[src/rtl/rti_pkg.sv]
package rti_pkg;
  localparam int RATE_W_DEF    = 2;
  localparam int BASE_LOG2_DEF = 13;

  // Width of a counter that spans the longest period for a given config.
  function automatic int cnt_width(input int base_log2, input int rate_w);
    return base_log2 + (1 << rate_w) - 1;
  endfunction
endpackage

[src/rtl/rti_rate_reg.sv]
module rti_rate_reg #(
  parameter int RATE_W = rti_pkg::RATE_W_DEF
) (
  input  logic              clk,
  input  logic              rst,
  input  logic              wr,
  input  logic [RATE_W-1:0] wdata,
  output logic [RATE_W-1:0] rate_q,
  output logic              restart
);
  always_ff @(posedge clk) begin
    if (rst)     rate_q <= '0;
    else if (wr) rate_q <= wdata;
  end

  // Any write to the field re-phases the interval.
  assign restart = wr;
endmodule

[src/rtl/rti_period_counter.sv]
module rti_period_counter #(
  parameter int BASE_LOG2 = rti_pkg::BASE_LOG2_DEF,
  parameter int RATE_W    = rti_pkg::RATE_W_DEF
) (
  input  logic              clk,
  input  logic              rst,
  input  logic              restart,
  input  logic [RATE_W-1:0] rate,
  output logic              expire
);
  localparam int CNT_W   = rti_pkg::cnt_width(BASE_LOG2, RATE_W);
  localparam int N_RATES = 1 << RATE_W;

  logic [CNT_W-1:0] term_tbl [N_RATES];
  logic [CNT_W-1:0] cnt_q;
  logic [CNT_W-1:0] term;
  logic             at_term;

  // Terminal count per rate: 2^(BASE_LOG2+r) - 1 (wraps to all ones at top).
  for (genvar r = 0; r < N_RATES; r++) begin : g_term
    assign term_tbl[r] = (CNT_W'(1) << (BASE_LOG2 + r)) - CNT_W'(1);
  end

  assign term    = term_tbl[rate];
  assign at_term = (cnt_q == term);
  // A restart on the terminal edge suppresses the expiry.
  assign expire  = at_term && !restart;

  always_ff @(posedge clk) begin
    if (rst || restart) cnt_q <= '0;
    else if (at_term)   cnt_q <= '0;
    else                cnt_q <= cnt_q + CNT_W'(1);
  end
endmodule

[src/rtl/rti_flag_irq.sv]
module rti_flag_irq (
  input  logic clk,
  input  logic rst,
  input  logic set,
  input  logic clr_wr,
  input  logic clr_bit,
  input  logic en_wr,
  input  logic en_wdata,
  output logic flag_q,
  output logic en_q,
  output logic irq_q
);
  logic flag_d;
  logic en_d;

  // Set has priority so that an expiry is never lost to a racing clear.
  assign flag_d = set || (flag_q && !(clr_wr && clr_bit));
  assign en_d   = en_wr ? en_wdata : en_q;

  always_ff @(posedge clk) begin
    if (rst) begin
      flag_q <= 1'b0;
      en_q   <= 1'b0;
      irq_q  <= 1'b0;
    end else begin
      flag_q <= flag_d;
      en_q   <= en_d;
      irq_q  <= flag_d && en_d;
    end
  end
endmodule

[src/rtl/rti_periodic_irq.sv]
module rti_periodic_irq #(
  parameter int BASE_LOG2 = rti_pkg::BASE_LOG2_DEF,
  parameter int RATE_W    = rti_pkg::RATE_W_DEF
) (
  input  logic              clk,
  input  logic              rst,
  input  logic              rate_wr,
  input  logic [RATE_W-1:0] rate_wdata,
  input  logic              en_wr,
  input  logic              en_wdata,
  input  logic              flag_w1c_wr,
  input  logic              flag_w1c_bit,
  output logic [RATE_W-1:0] rate_q,
  output logic              en_q,
  output logic              flag_q,
  output logic              irq
);
  logic restart;
  logic expire;

  rti_rate_reg #(.RATE_W(RATE_W)) u_rate (
    .clk(clk), .rst(rst), .wr(rate_wr), .wdata(rate_wdata),
    .rate_q(rate_q), .restart(restart)
  );

  rti_period_counter #(.BASE_LOG2(BASE_LOG2), .RATE_W(RATE_W)) u_cnt (
    .clk(clk), .rst(rst), .restart(restart), .rate(rate_q), .expire(expire)
  );

  rti_flag_irq u_flag (
    .clk(clk), .rst(rst), .set(expire),
    .clr_wr(flag_w1c_wr), .clr_bit(flag_w1c_bit),
    .en_wr(en_wr), .en_wdata(en_wdata),
    .flag_q(flag_q), .en_q(en_q), .irq_q(irq)
  );
endmodule

[config.mk]
export PLATFORM = sky130hd
export DESIGN_NAME = rti_periodic_irq
export DESIGN_NICKNAME = d
export VERILOG_FILES = /design/src/rtl/rti_pkg.sv /design/src/rtl/rti_rate_reg.sv /design/src/rtl/rti_period_counter.sv /design/src/rtl/rti_flag_irq.sv /design/src/rtl/rti_periodic_irq.sv
export SDC_FILE = /design/constraint.sdc
export NUM_CORES = 1
export LEC_CHECK = 0
export CORE_MARGIN = 2
export CORE_UTILIZATION = 54
export DETAILED_ROUTE_END_ITERATION = 12
export DONT_BUFFER_PORTS = 1
export GPL_TIMING_DRIVEN = 1
export PLACE_DENSITY = 0.72
export REMOVE_ABC_BUFFERS = 1
export SLEW_MARGIN = 20
export SYNTH_ARGS = -nofsm -noshare
export SYNTH_HDL_FRONTEND = slang
export SYNTH_SLANG_ARGS = --single-unit
[constraint.sdc]
create_clock -name clk -period 1.5 [get_ports clk]
set_input_delay 0.15 -clock clk [delete_from_list [all_inputs] [get_ports clk]]
set_output_delay 0.15 -clock clk [all_outputs]
set_load 0.01 [all_outputs]
Word-level counts from Yosys, hierarchy flattened
Index checks and enable logic that the tools add are counted.
W data, S select, Z words.
{"block": "op_classes", "reduce_logical": 9, "eq_ne": 1, "bitwise": 1, "n_lt_le_gt_ge": 1, "n_mux": 4, "add_sub_neg": 1}
{"cell": "$bmux W16 S2", "count": 1}
{"cell": "$mux W16", "count": 2}
{"cell": "$add A16 B1 Y16 const B", "count": 1}
{"cell": "$eq A16 B16 Y1", "count": 1}
{"cell": "$logic_and A1 B1 Y1", "count": 4}
{"cell": "$ge A3 B3 Y1 const B", "count": 1}
{"cell": "$not A2 Y3", "count": 1}
{"cell": "$logic_not A1 Y1", "count": 2}
{"cell": "$logic_or A1 B1 Y1", "count": 2}
{"cell": "$reduce_or A2 Y1", "count": 1}
{"cell": "$mux W1", "count": 1}
{"block": "word_totals", "in_bits": 9, "output_inout_bits": 5, "elab_cells": 22, "regBits": 21}

Logic depth before layout (Yosys ltp)
Gate-level depths: netlist of the first run.
{"block": "logic_depth", "word_depth": 8, "mapped_depth": 5}

Cells and area by module
Synthesis of the first run repeated with hierarchy kept, for this count alone.
{"block": "unflattened", "cells_unflattened": 101, "hier_area_um2": 1023.5}
{"module": "rti_period_counter", "area_per_inst_um2": 843.3, "seq_area_each_um2": 320.3, "cells_each": 85, "instances": 1}
{"module": "rti_flag_irq", "area_per_inst_um2": 105.1, "seq_area_each_um2": 60.1, "cells_each": 9, "instances": 1}
{"module": "rti_rate_reg", "area_per_inst_um2": 75.1, "seq_area_each_um2": 40.0, "cells_each": 7, "instances": 1}

Worst setup path before layout of the first run
Ideal clock, no wire load.
{"block": "synth_path", "path_type": "reg2reg", "startpoint": "register u_cnt.cnt_q[0]", "endpoint": "register u_cnt.cnt_q[1]", "path_stages_with_launch": 6, "setup_ns": 0.080, "path_slack_ns": -0.080, "period_less_slack_ns": 1.580, "n_path_buf": 0, "arrival_time_ns": 1.500, "path_cell_list": "dfxtp_1 > ha_1 > and2_1 > a32oi_1 > a21oi_2 > nor3b_1"}
{"block": "synth_via", "elab_chain_cells": 2, "elab_cells_between_ends": 3, "cone_classes": "add/sub: 1; eq/ne: 1; reduce/logical: 1"}
{"element": "from (decl)", "line": "rti_period_counter.sv:15", "rtl": "logic [CNT_W-1:0] cnt_q;"}
{"element": "from (signal assigned)", "line": "rti_period_counter.sv:32", "rtl": "else cnt_q <= cnt_q + CNT_W'(1);"}
{"element": "parallel branches: the longest is 2 deep, another holds $add A16 B1 Y16"}
Parallel ways; which one is timed is not known.
A chain may end at the register's enable or synchronous reset.

Worst setup path after layout of the first run
{"block": "layout_path", "startpoint": "register u_cnt.cnt_q[0]", "endpoint": "register u_flag.irq_q"}
{"block": "layout_via", "elab_chain_cells": 4}
{"element": "$eq A16 B16 Y1", "line": "rti_period_counter.sv:25", "rtl": "assign at_term = (cnt_q == term);"}
{"element": "$logic_and A1 B1 Y1", "line": "rti_period_counter.sv:27", "rtl": "assign expire = at_term && !restart;"}
{"element": "$logic_or A1 B1 Y1", "line": "rti_flag_irq.sv:17", "rtl": "assign flag_d = set || (flag_q && !(clr_wr && clr_bit));"}
{"element": "$logic_and A1 B1 Y1", "line": "rti_flag_irq.sv:28", "rtl": "irq_q <= flag_d && en_d;"}
{"element": "to (signal assigned)", "line": "rti_flag_irq.sv:28"}
{"element": "to (decl)", "line": "rti_flag_irq.sv:11", "rtl": "output logic irq_q"}
No other way between the ends.

==> results of run 1 <==
## final timing paths
check | startpoint | end | slack, ps | cells after the start
worst max register to register | u_cnt.cnt_q[0] | u_flag.irq_q | -20 | 6
worst max-delay path | u_cnt.cnt_q[0] | u_flag.irq_q | -20 | 6
worst min register to register | u_cnt.cnt_q[10] | u_cnt.cnt_q[10] | 560 | 2
worst min-delay path | rate_wdata[0] | u_rate.rate_q[0] | -3 | 2
## stage by stage
step | cell area, um^2 | setup TNS [ps] | util | setup WS, ps | hold WS [ps]
global route | 1320 | -394 | 0.766 | -78.0 | 19.4
CTS | 1270 | 0 | 0.734 | 3.76 | 1.27
finish | 1320 | -21.9 | 0.766 | -21.9 | -2.56
detailed placement | 1190 | -891 | 0.688 | -104 | 225
floorplan | 970 | -551 | - | -80.5 | 219
global placement | 1190 | 0 | 0.688 | 8.38 | 223
## layer usage
metal	vias up	part of all wire
li1	469	-
met2	23	0.52
met4	0	0.027
met5	-	0
met3	7	0.031
met1	445	0.43
## state kept, by name, indices dropped and copies added, names as in the netlist
register,count
u_cnt.cnt_q,16
u_flag.en_q,1
u_flag.flag_q,1
u_flag.irq_q,1
u_rate.rate_q,2
## final cells by class
class,instances,area (um^2)
fill,120,404
timing repair buffer,28,213
clock buffer,4,26.3
multi-input combinational,88,617
tap,25,31.3
sequential,21,435
## worst max-delay path, stage by stage, from the launching register on
cell	delay (ps)
dfxtp_2	380
ha_4	140
and3_4	200
a32oi_2	80
buf_4	160
a211o_1	340
a21boi_1	160
## Yosys cell counts (3+ instances only)
cell / number
dfxtp_1: 21
nor3_1: 16
nand2_1: 10
nor2_1: 9
nand3_1: 8
xnor2_1: 6
o211ai_1: 5
nand4_1: 4
xor2_1: 4
a21oi_1: 3
mux2i_1: 3
## cells by family after synthesis
family	after synthesis
flops	21
mux	3
fa+ha+maj	1
compound gates	16
xor+xnor	10
simple gates	58
buf+inv	3
## power groups by stage
stage | combinational, mW | clock [mW] | sequential, mW
finish | 0.0492 | 0.280 | 0.573
global placement | 0.0383 | 0 | 0.584
floorplan | 0.0225 | 0 | 0.586
CTS | 0.0456 | 0.275 | 0.572
global route | 0.0546 | 0.300 | 0.575
detailed placement | 0.0395 | 0 | 0.584
## what timing repair did
item / 4_1_cts / 5_1_grt
pin swaps: 2 / 6
hold buffers: 1 / 0
endpoints found under the setup margin: 15 / 16
gates resized for setup: 11 / 13
endpoints found under the hold margin: 4 / 0
buffers inserted: 0 / 2
==> out/qor.yml, run 1 <==
status:
  outcome: "finished with violations"
  violations: "hold timing, setup timing"
place:
  hpwl_um: 1680
  placed_cells: 159
  io_buffers: 0
  place.gp.congestion: 0.783
sta:
  slew_viol_final: 0
  final.setup.worst_slack_ps: -21.9
  finalHoldViolCount: 1
  max_freq_mhz: 657
  grt_setup_unrepaired: "true"
  fin_crit_sh: 1.01
  finClkSkew_ps: 0.680
  setup_viol: 1
  slew_headroom: 0.720
  worst_hold_slack_ps: -2.56
  tightest_slew_ps: 417
  fin_crit_ps: 1520
detailed_routing:
  viasPerCell: 5.69
  antenna_left: 0
  drt-initial-drc-count: 27
  wl_per_cell_um: 15.4
  first_pass_iters: 4
  vias: 944
  drc: 0
  wl_um: 2550
global_routing:
  busiest_layer: "met2"
  first_global_vias: 810
  overflow: 0
  grt_use_met1: 0.330
  grtUsageMet2: 0.375
  grt_max_degree: 15
  use_met3: 0.0353
  grt_pass1_wl_um: 3590
  track_usage: 0.241
  antenna_found_initial: 0
power:
  internal-power_mw: 0.692
  totalPowerFinal_mw: 0.903
  powerDensity_mw_per_mm2: 683
  vdd_drop_max_mv: 0.594
  pwr-share-clk: 0.310
  pwr-share-seq: 0.635
  p_sw_frac: 0.234
  power_switching_mw: 0.211
  leakagePower_nw: 0.472
  power_frac_comb: 0.055
logic_synthesis:
  yosys.area_share.adder: 0.0127
  yosys_warnings: 0
  synthArstFlopShare: 0
  synth_mux_area_frac: 0.0306
  synth_area_um2: 982
  syn_area_per_cell_um2: 8.77
  synth_top_family_by_area: "simple AND/OR/NAND/NOR gates"
  synth_edf_count: 0
  synth_compound_area_frac: 0.115
  synth_xor_area_frac: 0.0892
  synth_ff_type: "dfxtp_1"
  synth-seq-cells: 21
  yosys.area_share.simple: 0.312
  yosys-top-cells-area: "dfxtp_1 43%, nor3_1 8.2%, xnor2_1 5.4%"
  synth_area_leader_cell: "dfxtp_1"
  synth_top_area_share: 0.428
  netlist_instances: 112
  ys_seq_area_frac: 0.428
  post_synth_num_cell_types: 30
floorplan:
  dieWidth_um: 46.7
  die_area_mm2: 0.00218
  fp.dieH_um: 46.7
  core_mm2: 0.00173
  start_util: 0.569
  row_count: 15
  ios: 14
flow_run:
  max-cap-violations: 0
finish:
  layout_common_cells: "27 x buf_4, 14 x nor3_1, 11 x dfxtp_1, 10 x nand2_1"
  area_delta_synth_final_pct: 34.6
  antennaDiodeCount: 0
  nets: 152
  final_cells: 166
  final_common_cell: "buf_4"
  layout-drive-gt1-share: 0.383
worst_setup_path:
  cp_max_fo: 3
  endpoint_kind: "flip-flop"
  crit_path_start_kind: "flip-flop"
  arrival_ps: 1770
  path_class: "reg2reg"
  cp.required_ps: 1740
hold_path:
  hold_path.class: "in2reg"
clocking:
  clkLatencyLatePin_ps: 310
  ctsHtreeMaxLevel: 1
  clk_pin_slew_ps: 110
  cts_buffer_depth: 2
  cts_tree: "yes"
  cts_root_buf: "clkbuf_4"
  numCtsBuffers: 3
  cts.sinks: 21
No activity file was read; power rests on OpenSTA's default activity.
==> inputs of run 2 (changes only) <==
--- a/config.mk
+++ b/config.mk
@@ -5,13 +5,16 @@
 export SDC_FILE = /design/constraint.sdc
 export NUM_CORES = 1
 export LEC_CHECK = 0
+export CELL_PAD_IN_SITES_DETAIL_PLACEMENT = 1
+export CELL_PAD_IN_SITES_GLOBAL_PLACEMENT = 1
 export CORE_MARGIN = 2
-export CORE_UTILIZATION = 54
+export CORE_UTILIZATION = 40
 export DETAILED_ROUTE_END_ITERATION = 12
 export DONT_BUFFER_PORTS = 1
 export GPL_TIMING_DRIVEN = 1
-export PLACE_DENSITY = 0.72
+export PLACE_DENSITY_LB_ADDON = 0.1
 export REMOVE_ABC_BUFFERS = 1
+export SETUP_SLACK_MARGIN = 0.05
 export SLEW_MARGIN = 20
 export SYNTH_ARGS = -nofsm -noshare
 export SYNTH_HDL_FRONTEND = slang
==> out/qor.yml, run 2 (synthesis results as in run 1) <==
status:
  outcome: "finished clean"
finish:
  largest_reg_flops: 16  # unchanged
  final_cells: 169  # +1.8%
  nets: 152  # unchanged
  layout-drive-gt1-share: 0.383  # unchanged
  reg_top3: "u_cnt.cnt_q (16), u_rate.rate_q (2)"
  fin_util: 0.606  # -0.160
  nFillCells: 262  # +120%
  antennaDiodeCount: 0  # unchanged
  max_flop_register: "u_cnt.cnt_q"
  layout_common_cells: "25 x buf_4, 16 x dfxtp_1, 9 x nor2_1, 9 x nor3_1, 9 x nand2_1"
  area_delta_synth_final_pct: 40.4
  final_common_cell: "buf_4"
global_routing:
  busiest_layer: "met2"
  grt_pass1_wl_um: 4780  # +33%
  track_usage: 0.238  # -0.00229
  grt_use_met1: 0.300  # -0.0305
  grt_max_degree: 14  # -1
  use_met3: 0.0333  # -0.00196
  antenna_found_initial: 0  # unchanged
  first_global_vias: 1003  # +24%
  overflow: 0  # unchanged
  grtUsageMet2: 0.399  # +0.0242
floorplan:
  die_area_mm2: 0.00287  # +32%
  core_mm2: 0.00228  # +32%
  start_util: 0.432  # -0.137
  fp.dieH_um: 53.6  # +15%
  dieWidth_um: 53.6  # +15%
  ios: 14  # unchanged
  row_count: 17  # +2
clocking:
  ctsHtreeMaxLevel: 1  # unchanged
  cts.sinks: 21  # unchanged
  clkLatencyLatePin_ps: 330  # +20 ps
  numCtsBuffers: 3  # unchanged
  clk_pin_slew_ps: 140  # +30 ps
  cts_tree: "yes"
  cts_buffer_depth: 2  # unchanged
  cts_root_buf: "clkbuf_4"
detailed_routing:
  viasPerCell: 5.80  # +2.1%
  wl_per_cell_um: 17.9  # +16%
  drc: 0  # unchanged
  wl_um: 3030  # +19%
  first_pass_iters: 4  # unchanged
  drt-initial-drc-count: 22  # -19%
  antenna_left: 0  # unchanged
  vias: 981  # +3.9%
worst_setup_path:
  cp.required_ps: 1720  # -20 ps
  endpoint_kind: "flip-flop"
  path_class: "reg2reg"
  slowest_delay_ps: 400  # +20 ps
  reg2reg_depth: 6  # unchanged
  crit_path_start_kind: "flip-flop"
  arrival_ps: 1700  # -70 ps
  worstReg2RegEnd: "u_cnt.cnt_q[6]"
  reg2reg_slack_ps: 10  # +40 ps
  cp_max_fo: 4  # +1
  crit_slowest_cell: "dfxtp_2"
  critPathTopFamily: "flip-flops"
  timing.critical_path.buf_inv: 1  # unchanged
  path_cells: "ha_4, and3_4, o211ai_1, a21oi_2, buf_4, nor3_1"
  path_depth: 6  # unchanged
  r2r-start: "u_cnt.cnt_q[0]"
hold_path:
  holdCritStartpoint: "en_wdata"
  hold_depth: 2  # unchanged
  worstHoldEndpoint: "u_flag.en_q"
  hold_path.class: "in2reg"
sta:
  finClkSkew_ps: 12.5  # +11.9 ps
  fin_crit_sh: 0.991  # -0.0239
  grt_setup_unrepaired: "true"
  slew_viol_final: 0  # unchanged
  final.setup.worst_slack_ps: 13.9  # +35.8 ps
  fin_crit_ps: 1490  # -35.8 ps
  setup_viol: 0  # -1
  slew_headroom: 0.754  # +0.0335
  tightest_slew_ps: 368  # -48.4 ps
  finalHoldViolCount: 0  # -1
  max_freq_mhz: 673  # +2.4%
place:
  place.gp.congestion: 0.782  # -0.23%
  hpwl_um: 2050  # +22%
  placed_cells: 159  # unchanged
  io_buffers: 0  # unchanged
  dp_slack_ps: -59.4  # +44.4 ps
power:
  vdd_drop_max_mv: 0.654  # +10%
  totalPowerFinal_mw: 0.942  # +4.3%
  powerDensity_mw_per_mm2: 683  # about the same
  leakagePower_nw: 0.472  # about the same
flow_run:
  max-cap-violations: 0  # unchanged
[run 2: cell count changes in the layout (fill, tap and decap cells not counted), moves of 2 or more]
cell	change
dlygate4sd3_1	+2
nor3_1	-5
dfxtp_1	+5
buf_4	-2
nor3_2	+4
dfxtp_2	-4
[run 2: worst max-delay path by stage]
stage	from	to	slack, ps
2_1_floorplan	u_cnt.cnt_q[0]	u_cnt.cnt_q[1]	-80
3_3_place_gp	u_cnt.cnt_q[0]	u_cnt.cnt_q[7]	10
3_5_place_dp	u_cnt.cnt_q[0]	u_cnt.cnt_q[5]	-60
4_1_cts	u_cnt.cnt_q[8]	u_flag.irq_q	70
5_1_grt	u_cnt.cnt_q[0]	u_cnt.cnt_q[6]	-50
6_report	u_cnt.cnt_q[0]	u_cnt.cnt_q[6]	10
[run 2: what timing repair did]
action | in CTS | in global routing
buffers inserted | 2 | 1
setup endpoints to repair | 15 | 17
resized for setup | 23 | 6
endpoints found under the hold margin | 4 | 0
cloned | 0 | 0
pin swaps | 5 | 7
hold buffers | 3 | 0
[run 2: final cells by class]
type | count | area, um^2 | area share
Sequential cell | 21 | 427 | 0.309
Tap cell | 28 | 35.0 | 0.0254
Clock buffer | 4 | 26.3 | 0.0191
Multi-Input combinational cell | 88 | 673 | 0.488
Timing Repair Buffer | 28 | 218 | 0.158
[run 2: metal layers]
| layer | up-vias | share of wire | wire length (um) |
|---|---|---|---|
| met5 | - | 0 | 0 |
| met4 | 0 | 0.026 | 79 |
| met2 | 21 | 0.48 | 1450 |
| li1 | 468 | - | - |
| met1 | 482 | 0.46 | 1400 |
| met3 | 10 | 0.031 | 95 |
[run 2: where the power goes]
part	internal, mW	total [mW]	switching [mW]
Clock	0.104	0.302	0.198
Sequential	0.566	0.576	0.0107
Combinational	0.0327	0.0635	0.0308
Total	0.703	0.942	0.239
[run 2: through the flow]
stage	cell area (um^2)	TNS (ps)	hold WS (ps)
after floorplan	970	-551	219
after global placement	1170	0	220
after detailed placement	1170	-427	223
after CTS	1350	0	15.1
after global routing	1380	-353	24.9
final	1380	0	2.05
==> inputs of run 3 (changes only) <==
--- a/config.mk
+++ b/config.mk
@@ -12,6 +12,7 @@
 export DETAILED_ROUTE_END_ITERATION = 12
 export DONT_BUFFER_PORTS = 1
 export GPL_TIMING_DRIVEN = 1
+export HOLD_SLACK_MARGIN = 0.06
 export PLACE_DENSITY_LB_ADDON = 0.1
 export REMOVE_ABC_BUFFERS = 1
 export SETUP_SLACK_MARGIN = 0.05
==> out/qor.yml, run 3 (synthesis results as in run 1) <==
status:
  outcome: "finished with violations"
  violations: "setup timing"
finish:
  area_delta_synth_final_pct: 51.6
  nFillCells: 259  # -1.1%
  seq_area_um2: 447  # +4.7%
  layout_common_cells: "24 x buf_4, 9 x nor2_1, 9 x nand2_1, 9 x dfxtp_2"
  antennaDiodeCount: 0  # unchanged
  nets: 158  # +3.9%
  reg_top3: "u_cnt.cnt_q (16), u_rate.rate_q (2)"
  final_common_cell: "buf_4"
  layout-drive-gt1-share: 0.456  # +0.0728
  largest_reg_flops: 16  # unchanged
  max_flop_register: "u_cnt.cnt_q"
  multi_input_area_um2: 698  # +3.7%
worst_setup_path:
  arrival_ps: 1770  # +70 ps
  slowest_delay_ps: 390  # about the same
  reg2reg_slack_ps: -10  # -20 ps
  path_cells: "ha_4, and3_4, o211ai_1, a211o_1, a21boi_1"
  endpoint_kind: "flip-flop"
  crit_path_start_kind: "flip-flop"
  timing.critical_path.buf_inv: 0  # -1
  cp_max_fo: 3  # -1
  startpoint: "u_cnt.cnt_q[0]"
  r2r-start: "u_cnt.cnt_q[0]"
  crit_slowest_cell: "dfxtp_4"
  cp.required_ps: 1760  # +40 ps
  path_class: "reg2reg"
  critPathTopFamily: "compound AO/OA/AOI/OAI gates"
power:
  p_sw_frac: 0.240  # -0.0139
  leakagePower_nw: 0.514  # +9.0%
  powerDensity_mw_per_mm2: 625  # -8.5%
  vdd_drop_max_mv: 0.620  # -5.1%
  internal-power_mw: 0.707  # +0.64%
  power_frac_comb: 0.081  # +0.014
  pwr-share-seq: 0.616  # +0.004
  power_switching_mw: 0.223  # -6.6%
  totalPowerFinal_mw: 0.930  # -1.2%
  pwr-share-clk: 0.303  # -0.018
clocking:
  clkLatencyLatePin_ps: 320  # about the same
  clk_pin_slew_ps: 120  # -20 ps
  cts_buffer_depth: 2  # unchanged
  cts_tree: "yes"
  cts_root_buf: "clkbuf_4"
  numCtsBuffers: 3  # unchanged
  ctsHtreeMaxLevel: 1  # unchanged
  cts.sinks: 21  # unchanged
sta:
  finalHoldViolCount: 0  # unchanged
  tightest_slew_ps: 374  # +5.95 ps
  setup_viol: 2  # +2
  grt_setup_unrepaired: "true"
  slew_viol_final: 0  # unchanged
  slew_headroom: 0.749  # -0.00416
  final.setup.worst_slack_ps: -9.63  # -23.6 ps
  finClkSkew_ps: 10.5  # -2.07 ps
  fin_crit_ps: 1510  # +23.6 ps
  max_freq_mhz: 662  # -1.6%
  worst_hold_slack_ps: 80.8  # +78.8 ps
  fin_crit_sh: 1.01  # +0.0157
detailed_routing:
  antenna_left: 0  # unchanged
  vias: 1031  # +5.1%
  drc: 0  # unchanged
  viasPerCell: 5.89  # +1.5%
  first_pass_iters: 4  # unchanged
  wl_per_cell_um: 20.1  # +12%
  drt-initial-drc-count: 20  # -9.1%
  wl_um: 3530  # +16%
floorplan:
  row_count: 17  # unchanged
  ios: 14  # unchanged
  die_area_mm2: 0.00287  # unchanged
  start_util: 0.432  # unchanged
  core_mm2: 0.00228  # unchanged
  fp.dieH_um: 53.6  # unchanged
  dieWidth_um: 53.6  # unchanged
global_routing:
  grt_max_degree: 14  # unchanged
  first_global_vias: 1054  # +5.1%
  overflow: 0  # unchanged
  grt_pass1_wl_um: 5390  # +13%
  track_usage: 0.268  # +0.0295
  antenna_found_initial: 0  # unchanged
hold_path:
  hold_path.class: "in2reg"
  holdCritStartpoint: "rate_wdata[0]"
place:
  hpwl_um: 2050  # unchanged
  io_buffers: 0  # unchanged
  place.gp.congestion: 0.782  # unchanged
flow_run:
  max-cap-violations: 0  # unchanged
==> run 3: final timing paths <==
| path | endpoint | cells past startpoint |
|---|---|---|
| worst min register to register | u_cnt.cnt_q[14] | 2 |
| worst max register to register | u_flag.irq_q | 5 |
| worst min-delay path | u_rate.rate_q[0] | 2 |
| worst max-delay path | u_flag.irq_q | 5 |
==> run 3: what timing repair did <==
item / CTS / global route
gates resized for setup: 23 / 26
endpoints found under the setup margin: 15 / 17
buffers inserted: 2 / 3
pin swaps: 5 / 10
endpoints found under the hold margin: 6 / 1
hold buffers: 8 / 1
==> run 3: worst register-to-register path, delay by kind of cell (launching register included) <==
family / cells / cell delay (ps)
compound gates: 3 / 700
fa+ha+maj: 1 / 150
simple gates: 1 / 220
flops: 1 / 390
==> run 3: layout make-up <==
cell class	instances	share of cell area
clock buffers	4	0.0176
multi-input cells	88	0.469
flip-flops and latches	21	0.300
well taps	28	0.0235
repair buffers	34	0.190
==> run 3: power by group through the flow <==
stage	clock network (mW)	logic [mW]	registers, mW
after floorplan	0	0.0225	0.586
after global placement	0	0.0385	0.584
after detailed placement	0	0.0406	0.585
after CTS	0.296	0.0679	0.575
after global routing	0.305	0.0805	0.573
final	0.282	0.0752	0.573
==> run 3: per-layer routing <==
layer | global-route usage | vias to the layer above | wire [um]
met5 | 0 | - | 0
met4 | 0.124 | 0 | 83
met3 | 0.0278 | 9 | 108
met2 | 0.444 | 26 | 1720
met1 | 0.349 | 517 | 1610
li1 | - | 479 | -
==> run 3: per-stage QoR <==
stage / TNS (ps) / setup slack (ps) / cell area [um^2] / utilization / instances
5_1_grt: -250 / -55.6 / 1490 / 0.654 / 175
3_5_place_dp: -427 / -59.4 / 1170 / 0.514 / 159
2_1_floorplan: -551 / -80.5 / 970 / - / 109
3_3_place_gp: 0 / 9.76 / 1170 / 0.514 / 159
4_1_cts: 0 / 68.9 / 1400 / 0.615 / 173
6_report: -10.0 / -9.63 / 1490 / 0.654 / 175
